[src/rtl/rtc_irq_pkg.sv]
package rtc_irq_pkg;
  localparam int DATA_W = 8;
  localparam int ADDR_W = 4;

  localparam logic [ADDR_W-1:0] A_WK_MIN = 4'h0;
  localparam logic [ADDR_W-1:0] A_WK_HR  = 4'h1;
  localparam logic [ADDR_W-1:0] A_WK_DOW = 4'h2;
  localparam logic [ADDR_W-1:0] A_DY_MIN = 4'h3;
  localparam logic [ADDR_W-1:0] A_DY_HR  = 4'h4;
  localparam logic [ADDR_W-1:0] A_CTRL   = 4'hE;
  localparam logic [ADDR_W-1:0] A_STAT   = 4'hF;

  localparam int CTL_WK_EN = 7;
  localparam int CTL_DY_EN = 6;
  localparam int ST_PER    = 2;
  localparam int ST_WK     = 1;
  localparam int ST_DY     = 0;

  typedef enum logic [1:0] {PER_OFF, PER_PULSE, PER_LEVEL} per_mode_e;

  function automatic per_mode_e decode_mode(input logic [2:0] code);
    if (code == 3'b000)  return PER_OFF;
    else if (code[2])    return PER_LEVEL;
    else                 return PER_PULSE;
  endfunction
endpackage

[src/rtl/rtc_alarm_match.sv]
module rtc_alarm_match #(
  parameter bit USE_DOW = 1'b1,
  parameter int DOW_W   = 3,
  parameter int FLD_W   = 8
) (
  input  logic             clk,
  input  logic             rst,
  input  logic             enable_i,
  input  logic [DOW_W-1:0] cur_dow_i,
  input  logic [FLD_W-1:0] cur_hour_i,
  input  logic [FLD_W-1:0] cur_min_i,
  input  logic [DOW_W-1:0] set_dow_i,
  input  logic [FLD_W-1:0] set_hour_i,
  input  logic [FLD_W-1:0] set_min_i,
  input  logic             clr_i,
  output logic             flag_o
);
  logic hm_eq;
  logic eq;
  logic eq_q;

  assign hm_eq = (cur_hour_i == set_hour_i) && (cur_min_i == set_min_i);

  generate
    if (USE_DOW) begin : g_weekly
      assign eq = hm_eq && (cur_dow_i == set_dow_i);
    end else begin : g_daily
      logic unused_dow;
      assign unused_dow = ^{cur_dow_i, set_dow_i};
      assign eq = hm_eq;
    end
  endgenerate

  always_ff @(posedge clk) begin
    if (rst) begin
      eq_q   <= 1'b0;
      flag_o <= 1'b0;
    end else begin
      eq_q <= eq;
      if (eq && !eq_q && enable_i) flag_o <= 1'b1;
      else if (clr_i)              flag_o <= 1'b0;
    end
  end
endmodule

[src/rtl/rtc_periodic_src.sv]
module rtc_periodic_src
  import rtc_irq_pkg::*;
#(
  parameter int PULSE_CYC = 4
) (
  input  logic       clk,
  input  logic       rst,
  input  logic       tick_i,
  input  logic [2:0] code_i,
  input  logic       clr_i,
  output logic       flag_o,
  output logic       drive_o
);
  localparam int CNT_W = $clog2(PULSE_CYC + 1);

  per_mode_e        mode;
  logic [CNT_W-1:0] cnt;

  assign mode = decode_mode(code_i);

  always_ff @(posedge clk) begin
    if (rst) begin
      flag_o <= 1'b0;
      cnt    <= '0;
    end else begin
      if (tick_i && mode != PER_OFF) flag_o <= 1'b1;
      else if (clr_i)                flag_o <= 1'b0;

      if (mode != PER_PULSE) cnt <= '0;
      else if (tick_i)       cnt <= CNT_W'(PULSE_CYC);
      else if (cnt != '0)    cnt <= cnt - 1'b1;
    end
  end

  assign drive_o = ((mode == PER_LEVEL) && flag_o) ||
                   ((mode == PER_PULSE) && (cnt != '0));
endmodule

[src/rtl/rtc_alarm_irq.sv]
module rtc_alarm_irq
  import rtc_irq_pkg::*;
#(
  parameter int DOW_W     = 3,
  parameter int PULSE_CYC = 4
) (
  input  logic              clk,
  input  logic              rst,
  input  logic [DOW_W-1:0]  cur_dow_i,
  input  logic [7:0]        cur_hour_i,
  input  logic [7:0]        cur_min_i,
  input  logic              per_tick_i,
  input  logic [ADDR_W-1:0] reg_addr_i,
  input  logic              reg_wr_i,
  input  logic [DATA_W-1:0] reg_wdata_i,
  output logic [DATA_W-1:0] reg_rdata_o,
  output logic              int_a_n_o,
  output logic              int_b_n_o
);
  localparam int PAD_W = DATA_W - DOW_W;

  logic [7:0]       wk_min, wk_hr, dy_min, dy_hr;
  logic [DOW_W-1:0] wk_dow;
  logic             wk_en, dy_en;
  logic [2:0]       per_code;
  logic             wk_flag, dy_flag, per_flag, per_drive;
  logic             stat_wr;

  always_ff @(posedge clk) begin
    if (rst) begin
      wk_min   <= '0;
      wk_hr    <= '0;
      wk_dow   <= '0;
      dy_min   <= '0;
      dy_hr    <= '0;
      wk_en    <= 1'b0;
      dy_en    <= 1'b0;
      per_code <= '0;
    end else if (reg_wr_i) begin
      case (reg_addr_i)
        A_WK_MIN: wk_min <= reg_wdata_i;
        A_WK_HR:  wk_hr  <= reg_wdata_i;
        A_WK_DOW: wk_dow <= reg_wdata_i[DOW_W-1:0];
        A_DY_MIN: dy_min <= reg_wdata_i;
        A_DY_HR:  dy_hr  <= reg_wdata_i;
        A_CTRL: begin
          wk_en    <= reg_wdata_i[CTL_WK_EN];
          dy_en    <= reg_wdata_i[CTL_DY_EN];
          per_code <= reg_wdata_i[2:0];
        end
        default: ;
      endcase
    end
  end

  assign stat_wr = reg_wr_i && (reg_addr_i == A_STAT);

  rtc_alarm_match #(.USE_DOW(1'b1), .DOW_W(DOW_W), .FLD_W(8)) u_weekly (
    .clk(clk), .rst(rst), .enable_i(wk_en),
    .cur_dow_i(cur_dow_i), .cur_hour_i(cur_hour_i), .cur_min_i(cur_min_i),
    .set_dow_i(wk_dow), .set_hour_i(wk_hr), .set_min_i(wk_min),
    .clr_i(stat_wr && !reg_wdata_i[ST_WK]), .flag_o(wk_flag)
  );

  rtc_alarm_match #(.USE_DOW(1'b0), .DOW_W(DOW_W), .FLD_W(8)) u_daily (
    .clk(clk), .rst(rst), .enable_i(dy_en),
    .cur_dow_i(cur_dow_i), .cur_hour_i(cur_hour_i), .cur_min_i(cur_min_i),
    .set_dow_i(wk_dow), .set_hour_i(dy_hr), .set_min_i(dy_min),
    .clr_i(stat_wr && !reg_wdata_i[ST_DY]), .flag_o(dy_flag)
  );

  rtc_periodic_src #(.PULSE_CYC(PULSE_CYC)) u_periodic (
    .clk(clk), .rst(rst), .tick_i(per_tick_i), .code_i(per_code),
    .clr_i(stat_wr && !reg_wdata_i[ST_PER]),
    .flag_o(per_flag), .drive_o(per_drive)
  );

  always_ff @(posedge clk) begin
    if (rst) begin
      reg_rdata_o <= '0;
      int_a_n_o   <= 1'b1;
      int_b_n_o   <= 1'b1;
    end else begin
      int_b_n_o <= !(wk_flag && wk_en);
      int_a_n_o <= !((dy_flag && dy_en) || per_drive);
      case (reg_addr_i)
        A_WK_MIN: reg_rdata_o <= wk_min;
        A_WK_HR:  reg_rdata_o <= wk_hr;
        A_WK_DOW: reg_rdata_o <= {{PAD_W{1'b0}}, wk_dow};
        A_DY_MIN: reg_rdata_o <= dy_min;
        A_DY_HR:  reg_rdata_o <= dy_hr;
        A_CTRL:   reg_rdata_o <= {wk_en, dy_en, 3'b000, per_code};
        A_STAT:   reg_rdata_o <= {5'b00000, per_flag, wk_flag, dy_flag};
        default:  reg_rdata_o <= '0;
      endcase
    end
  end
endmodule

[config.mk]
export PLATFORM = sky130hd
export DESIGN_NAME = rtc_alarm_irq
export DESIGN_NICKNAME = d
export VERILOG_FILES = /design/src/rtl/rtc_irq_pkg.sv /design/src/rtl/rtc_alarm_match.sv /design/src/rtl/rtc_periodic_src.sv /design/src/rtl/rtc_alarm_irq.sv
export SDC_FILE = /design/constraint.sdc
export NUM_CORES = 1
export LEC_CHECK = 0
export BUFFER_PORTS_ARGS = -buffer_cell sky130_fd_sc_hd__buf_4
export CORE_MARGIN = 2
export CORE_UTILIZATION = 38
export CTS_CLUSTER_DIAMETER = 60
export DETAILED_ROUTE_END_ITERATION = 16
export HOLD_SLACK_MARGIN = 0.06
export PLACE_DENSITY_LB_ADDON = 0.25
export SLEW_MARGIN = 20
export SYNTH_ARGS = -nofsm -noshare
export SYNTH_HDL_FRONTEND = slang
export SYNTH_HIERARCHICAL = 1
export SYNTH_SLANG_ARGS = --single-unit
[constraint.sdc]
create_clock -name clk -period 2.44 [get_ports clk]
set_input_delay 0.366 -clock clk [delete_from_list [all_inputs] [get_ports clk]]
set_output_delay 0.366 -clock clk [all_outputs]
set_load 0.05 [all_outputs]
Word-level counts from Yosys, hierarchy flattened

Cells that the tools add are included.

Reductions and logical operators: 41
Mux-type cells: 11
Eq/ne operators: 14
$add $sub $neg: 1

Operators with widths:

| operator                                                           | count |
|---|---|
| 8-bit one-hot mux with 7 select lines                              | 1 |
| 8-bit == test                                                      | 4 |
| 1-bit logical AND                                                  | 16 |
| 2-bit AND reduction                                                | 6 |
| 2-bit nonzero test                                                 | 5 |
| 4-bit by 2-bit == test with 1-bit output, second input constant    | 2 |
| 4-bit == test, second input constant                               | 2 |
| 1-bit logical NOT                                                  | 7 |
| 1-bit 2-to-1 mux                                                   | 6 |
| 3-bit 2-to-1 mux                                                   | 2 |
| 4-bit by 1-bit == test with 1-bit output, second input constant    | 1 |
| 4-bit by 3-bit == test with 1-bit output, second input constant    | 1 |
| 4-bit logical NOT                                                  | 1 |
| 2-bit 2-to-1 mux                                                   | 2 |
| 3-bit == test                                                      | 1 |
| 3-bit logical NOT                                                  | 1 |
| 3-bit nonzero test                                                 | 1 |
| 3-bit OR reduction                                                 | 1 |
| 3-bit by 1-bit subtractor with 3-bit output, second input constant | 1 |
| 2-bit by 1-bit == test with 1-bit output, second input constant    | 1 |
| 2-bit == test, second input constant                               | 1 |
| 1-bit logical OR                                                   | 2 |
| 2-bit by 1-bit != test with 1-bit output, second input constant    | 1 |
| 2-bit OR reduction                                                 | 1 |

Logic and storage cells: 85
Register bits after elaboration: 58
Input bits: 35
Output and inout bits: 10

Logic depth before layout (Yosys ltp)

Depth after elaboration: 7
Gate-level depth with buffers: 8
Mapped depth without buffers: 6

Cells and area by module

Netlist, hierarchy kept.

Modules (own cells, without submodules):

| module                      | sequential area each (sq um) | times used | area each (sq um) | cells each |
|---|---|---|---|---|
| rtc_alarm_irq               | 1001.0                       | 1          | 2184.6            | 226 |
| rtc_alarm_match at u_weekly | 40.0                         | 1          | 295.3             | 36 |
| rtc_alarm_match at u_daily  | 40.0                         | 1          | 272.8             | 34 |
| rtc_periodic_src            | 80.1                         | 1          | 234.0             | 26 |

Worst setup path after synthesis

OpenSTA, ideal clock, no wires.

Path kind: reg-to-reg
Start: reg u_periodic.cnt[0]
End: reg u_periodic.cnt[1]
Setup time: 0.103 ns
Buffers on the path: 0
Data required time: 2.337 ns
Setup slack: 0.981 ns
Period minus slack after synthesis: 1.459 ns
Cell stages (with the launch flop): 6
Data arrival time: 1.355 ns
Cells stage by stage: dfxtp_1 > inv_1 > ha_1 > ha_1 > or2_1 > a2111oi_2

Cells in the longest elaborated chain, start to end: 1
Elaborated cells on any way between the ends: 2
Those cells by class: 1 x add/sub; 1 x reduce/logical

RTL lines:

| element                                                                           | line                   | text |
|---|---|---|
| start: declaration                                                                | rtc_periodic_src.sv:17 | `logic [CNT_W-1:0] cnt;` |
| start signal: assignment                                                          | rtc_periodic_src.sv:30 | `else if (tick_i) cnt <= CNT_W'(PULSE_CYC);` |
| start signal: assignment                                                          | rtc_periodic_src.sv:31 | `else if (cnt != '0) cnt <= cnt - 1'b1;` |
| 3-bit by 1-bit subtractor with 3-bit output or 3-bit nonzero test (tied branches) | rtc_periodic_src.sv:31 |  |

Several ways; a longest one is shown, not always the timed one.
A chain may end at the register's enable or synchronous reset.

Worst setup path in the final report

Start: in reg_addr_i[0]
End: reg dy_min[3]

Cells in the longest elaborated chain, start to end: 2

RTL lines:

| element                                  | line                | text |
|---|---|---|
| start: declaration                       | rtc_alarm_irq.sv:13 | `input logic [ADDR_W-1:0] reg_addr_i,` |
| 4-bit by 2-bit == test with 1-bit output | rtc_alarm_irq.sv:40 | `case (reg_addr_i)` |
| 2-bit AND reduction (no source line)     | n/a                 |  |
| end signal: assignment                   | rtc_alarm_irq.sv:44 | `A_DY_MIN: dy_min <= reg_wdata_i;` |
| end: declaration                         | rtc_alarm_irq.sv:22 | `logic [7:0] wk_min, wk_hr, dy_min, dy_hr;` |

Every way passes these cells.

==> implementation parameters <==
Parameter                              Value

Run status
  Outcome    complete, no violations

Timing
  Setup repair after global routing missed its margin    false
  Final Hold Violating Endpoints    0
  Slew HR    0.632
  Number of max-slew violations in the final report    0
  Fmax achieved    roughly 620 MHz
  Total setup violations reported at the end of the flow    0
  Final setup skew    about 15 ps
  Tightest Pin Transition    between 500 and 600 ps
  Total negative slack for setup checks    0 ps
  Minimum period implied by the final worst setup slack    1600 ps
  Period Utilization, post-route    0.656

Setup path
  Data required time at the worst endpoint    ~2600 ps
  Kind of capture point of the worst setup path    register
  Critical R2R Launch    u_periodic/cnt[0]$_SDFFE_PP0P_
  Termination of the worst setup path    dy_min[3]$_SDFFE_PP0P_
  Number of buffer and inverter stages on the critical path    1
  Register-to-register path setup slack    roughly 850 ps
  Kind of cell adding the most delay to the critical path    simple AND/OR/NAND/NOR gates
  Terminus of the critical flop-to-flop path    int_a_n_o$_SDFF_PP1_
  Slowest cell on the critical path    sky130_fd_sc_hd__and3_1
  Classification of the worst setup path    in2reg
  Maximum fanout encountered on the critical timing path    18
  Number of cells traversed by the worst register-to-register path    6
  Crit path DAT    approximately 1800 ps
  Cells along the critical path    buf_4 -> and2_1 -> and3_1 -> mux2i_1 -> nor2_1
  Worst Setup Start Kind    input pin
  Stages on worst setup path    5
  Delay of the slowest cell on the worst path    approximately 570 ps
  Crit. Startpoint    reg_addr_i[0]

Power
  Net Sw Frac    0.245
  Internal Pwr Total    between 1500 and 2000 uW
  Share of power burned in registers    0.445
  Static Leak    0.00154 uW
  Clk network pwr share    0.464
  VDD IR max    roughly 320 uV
  Net switching power figure    531 uW
  Relative contribution of combinational cells to total power    0.090
  Pwr dens    roughly 610 mW/mm2

CTS
  Post-CTS Hold Fix Bufs    0
  Worst-case clock buffer depth    2
  Root buffer selected by CTS    sky130_fd_sc_hd__clkbuf_8
  TritonCTS buffer count    9
  Post-CTS Setup Inserts    0
  H-tree depth reported by CTS    3
  Clock sink total    58
  Worst-skew pair later-pin latency    between 300 and 400 ps
  Post-cts resize count    0
  Clock Pin Slew Worst Setup and Hold Paths    70 ps
  CTS tree    built

Global route
  Maximum number of pins on one net before global-route repair    50
  Overall global routing resource usage    0.193
  Initial antenna violation count    0
  Leftover overflow at the end of global routing    0
  Global-route wire length before repair    between 10 and 15 mm
  Number of global-route vias before repair    about 2300

Place
  Cell count after placement    between 400 and 500
  Count of buffers from port buffering    44
  HPWL reported at the end of detailed placement    about 5.7 mm
  Routability Congestion    roughly 0.88

Floorplan
  Area of the core    0.00769 mm2
  Width of the chip    between 90 and 100 um
  Die Footprint    0.00858 mm2
  Initial core utilization    0.389
  Ports    45
  Total number of placement rows    32
  Die Span Y    roughly 90 um

Drt
  Routed length per placed instance    16.7 um
  Total number of vias    about 2400
  DRC violations left    0
  Average vias per placed instance    between 5 and 6
  Residual antenna-violating net count after detailed routing    0
  First-pass DRT Iterations    4
  First-iteration detailed-routing DRC count    between 150 and 200
  Aggregate routed wire length    slightly below 8 mm

Finish
  Layout cell share with drive strength beyond 1    0.207
  Fillcell total    approximately 760
  Total Nets Final    400
  # diodes    0
  Area growth from synthesis to layout    19.3%
  Post-route non-filler standard cell count    approximately 470

Synth
  Synthesized netlist net count    360
  Synth warn    6
  Gate count of the mapped netlist    322
  Seq/Total Area, Yosys    0.389
  Library cells used by synthesis    50
  Post-Synthesis Cell Area    0.00299 mm2
  Post-synthesis area per instance    9.28 um2
  Register bit count reported by yosys    58

Flow run
  Max-cap viol count    0

Worst hold path
  Hold Path Class    in2reg
-- per-stage QoR --
step / utilization / setup slack (ps) / hold WS [ps] / total power (uW) / instance area [um2]
6_report: 0.464 / 838 / 207 / 2170 / 3560
5_1_grt: 0.464 / 756 / 210 / 2240 / 3560
4_1_cts: 0.464 / 833 / 199 / 2190 / 3560
3_5_place_dp: 0.435 / 515 / 433 / 1180 / 3340
3_3_place_gp: 0.435 / 527 / 439 / 1180 / 3340
2_1_floorplan: - / 981 / 393 / 1100 / 2990
-- layer usage --
layer  up-vias  part of all wire  GRT usage
met5         -                 0          0
met4         0             0.024     0.0882
met3        13             0.055     0.0439
met2        68              0.44      0.282
met1      1127              0.48      0.270
li1       1205                 -          -
-- synth_stat cells (all sizes together) --
| cell type | count | area share |
|---|---|---|
| o21ai | 9 | 0.015 |
| clkbuf | 6 | 0.0075 |
| a211oi | 1 | 0.0025 |
| a2111oi | 2 | 0.010 |
| a2bb2oi | 1 | 0.0029 |
| or2 | 3 | 0.0063 |
| o31ai | 2 | 0.0050 |
| inv | 10 | 0.013 |
| a31oi | 1 | 0.0021 |
| nand4b | 3 | 0.0088 |
| nand2b | 4 | 0.0084 |
| buf | 11 | 0.031 |
| a22oi | 2 | 0.0050 |
| a21oi | 12 | 0.020 |
| nand3 | 9 | 0.017 |
| a222oi | 1 | 0.0034 |
| o22a | 1 | 0.0029 |
| o21a | 1 | 0.0025 |
| o2111a | 1 | 0.0038 |
| nor4 | 6 | 0.020 |
| and2b | 1 | 0.0025 |
| xor2 | 30 | 0.088 |
| nor2b | 4 | 0.0084 |
| nand2 | 13 | 0.016 |
| nor3b | 2 | 0.0050 |
| xnor2 | 2 | 0.0059 |
| nor2 | 54 | 0.071 |
| mux2i | 41 | 0.14 |
| and3 | 3 | 0.0063 |
| nor3 | 5 | 0.012 |
| mux2 | 3 | 0.011 |
| a221oi | 3 | 0.011 |
| nand4 | 3 | 0.0063 |
| a32oi | 1 | 0.0029 |
| dfxtp | 58 | 0.39 |
| a22o | 8 | 0.023 |
| and2 | 1 | 0.0021 |
| ha | 3 | 0.013 |
| nand3b | 1 | 0.0025 |
-- flip-flops by register name, summed over array words and instances (netlist names), 3 cells and up --
register / cells
wk_hr: 8
wk_min: 8
wk_dow: 3
dy_hr: 8
u_periodic/cnt: 3
reg_rdata_o: 8
dy_min: 8
per_code: 3
-- layout make-up --
cell class | instances | area [um2] | share of cell area
clock buffers | 11 | 141 | 0.0397
clock inverters | 5 | 77.6 | 0.0218
inverters | 10 | 37.5 | 0.0105
multi-input cells | 237 | 1670 | 0.469
flip-flops and latches | 58 | 1160 | 0.326
well taps | 102 | 128 | 0.0358
repair buffers | 46 | 345 | 0.0969
-- worst min-delay path by stage --
stage / start / to / slack, ps / cells past startpoint
final: per_tick_i / u_periodic/cnt[1]$_SDFFE_PP0P_ / 210 / 2
after global routing: per_tick_i / u_periodic/cnt[1]$_SDFFE_PP0P_ / 210 / 2
after CTS: per_tick_i / u_periodic/cnt[1]$_SDFFE_PP0P_ / 200 / 2
after detailed placement: u_weekly/flag_o$_SDFFE_PP0P_ / int_b_n_o$_SDFF_PP1_ / 430 / 1
after global placement: u_weekly/flag_o$_SDFFE_PP0P_ / int_b_n_o$_SDFF_PP1_ / 440 / 1
after floorplan: u_weekly/flag_o$_SDFFE_PP0P_ / int_b_n_o$_SDFF_PP1_ / 390 / 1
-- kinds of logic after synthesis --
kind of cell	after synthesis	synth area share
mux	44	0.149
flops	58	0.389
simple gates	112	0.192
compound gates	46	0.113
buf+inv	27	0.0511
xor+xnor	32	0.0938
fa+ha+maj	3	0.0126
-- power groups by stage --
stage          Combinational [uW]  Sequential, uW  Clock, uW
2_1_floorplan                 111             984          0
3_3_place_gp                  194             987          0
3_5_place_dp                  196             987          0
4_1_cts                       197             965       1020
5_1_grt                       213             966       1060
6_report                      195             966       1010
-- cells in the final DEF, fill, tap and decap left out, drive strengths merged, types with 2 or more instances in the layout --
cell and n:
a22oi 2, o21ai 9, nand4 3, ha 3
nand2 13, clkbuf 11, dfxtp 58, nand4b 3
a21oi 12, nor2b 4, a2111oi 2, mux2 3
o31ai 2, xnor2 2, nor4 6, nor2 54
clkinv 2, nand3 9, or2 3, mux2i 41
a22o 8, nor3 5, nand2b 4, a221oi 3
nor3b 2, bufinv 2, xor2 30, inv 10
and3 3, buf 46
No activity file was read; power rests on OpenSTA's default activity.
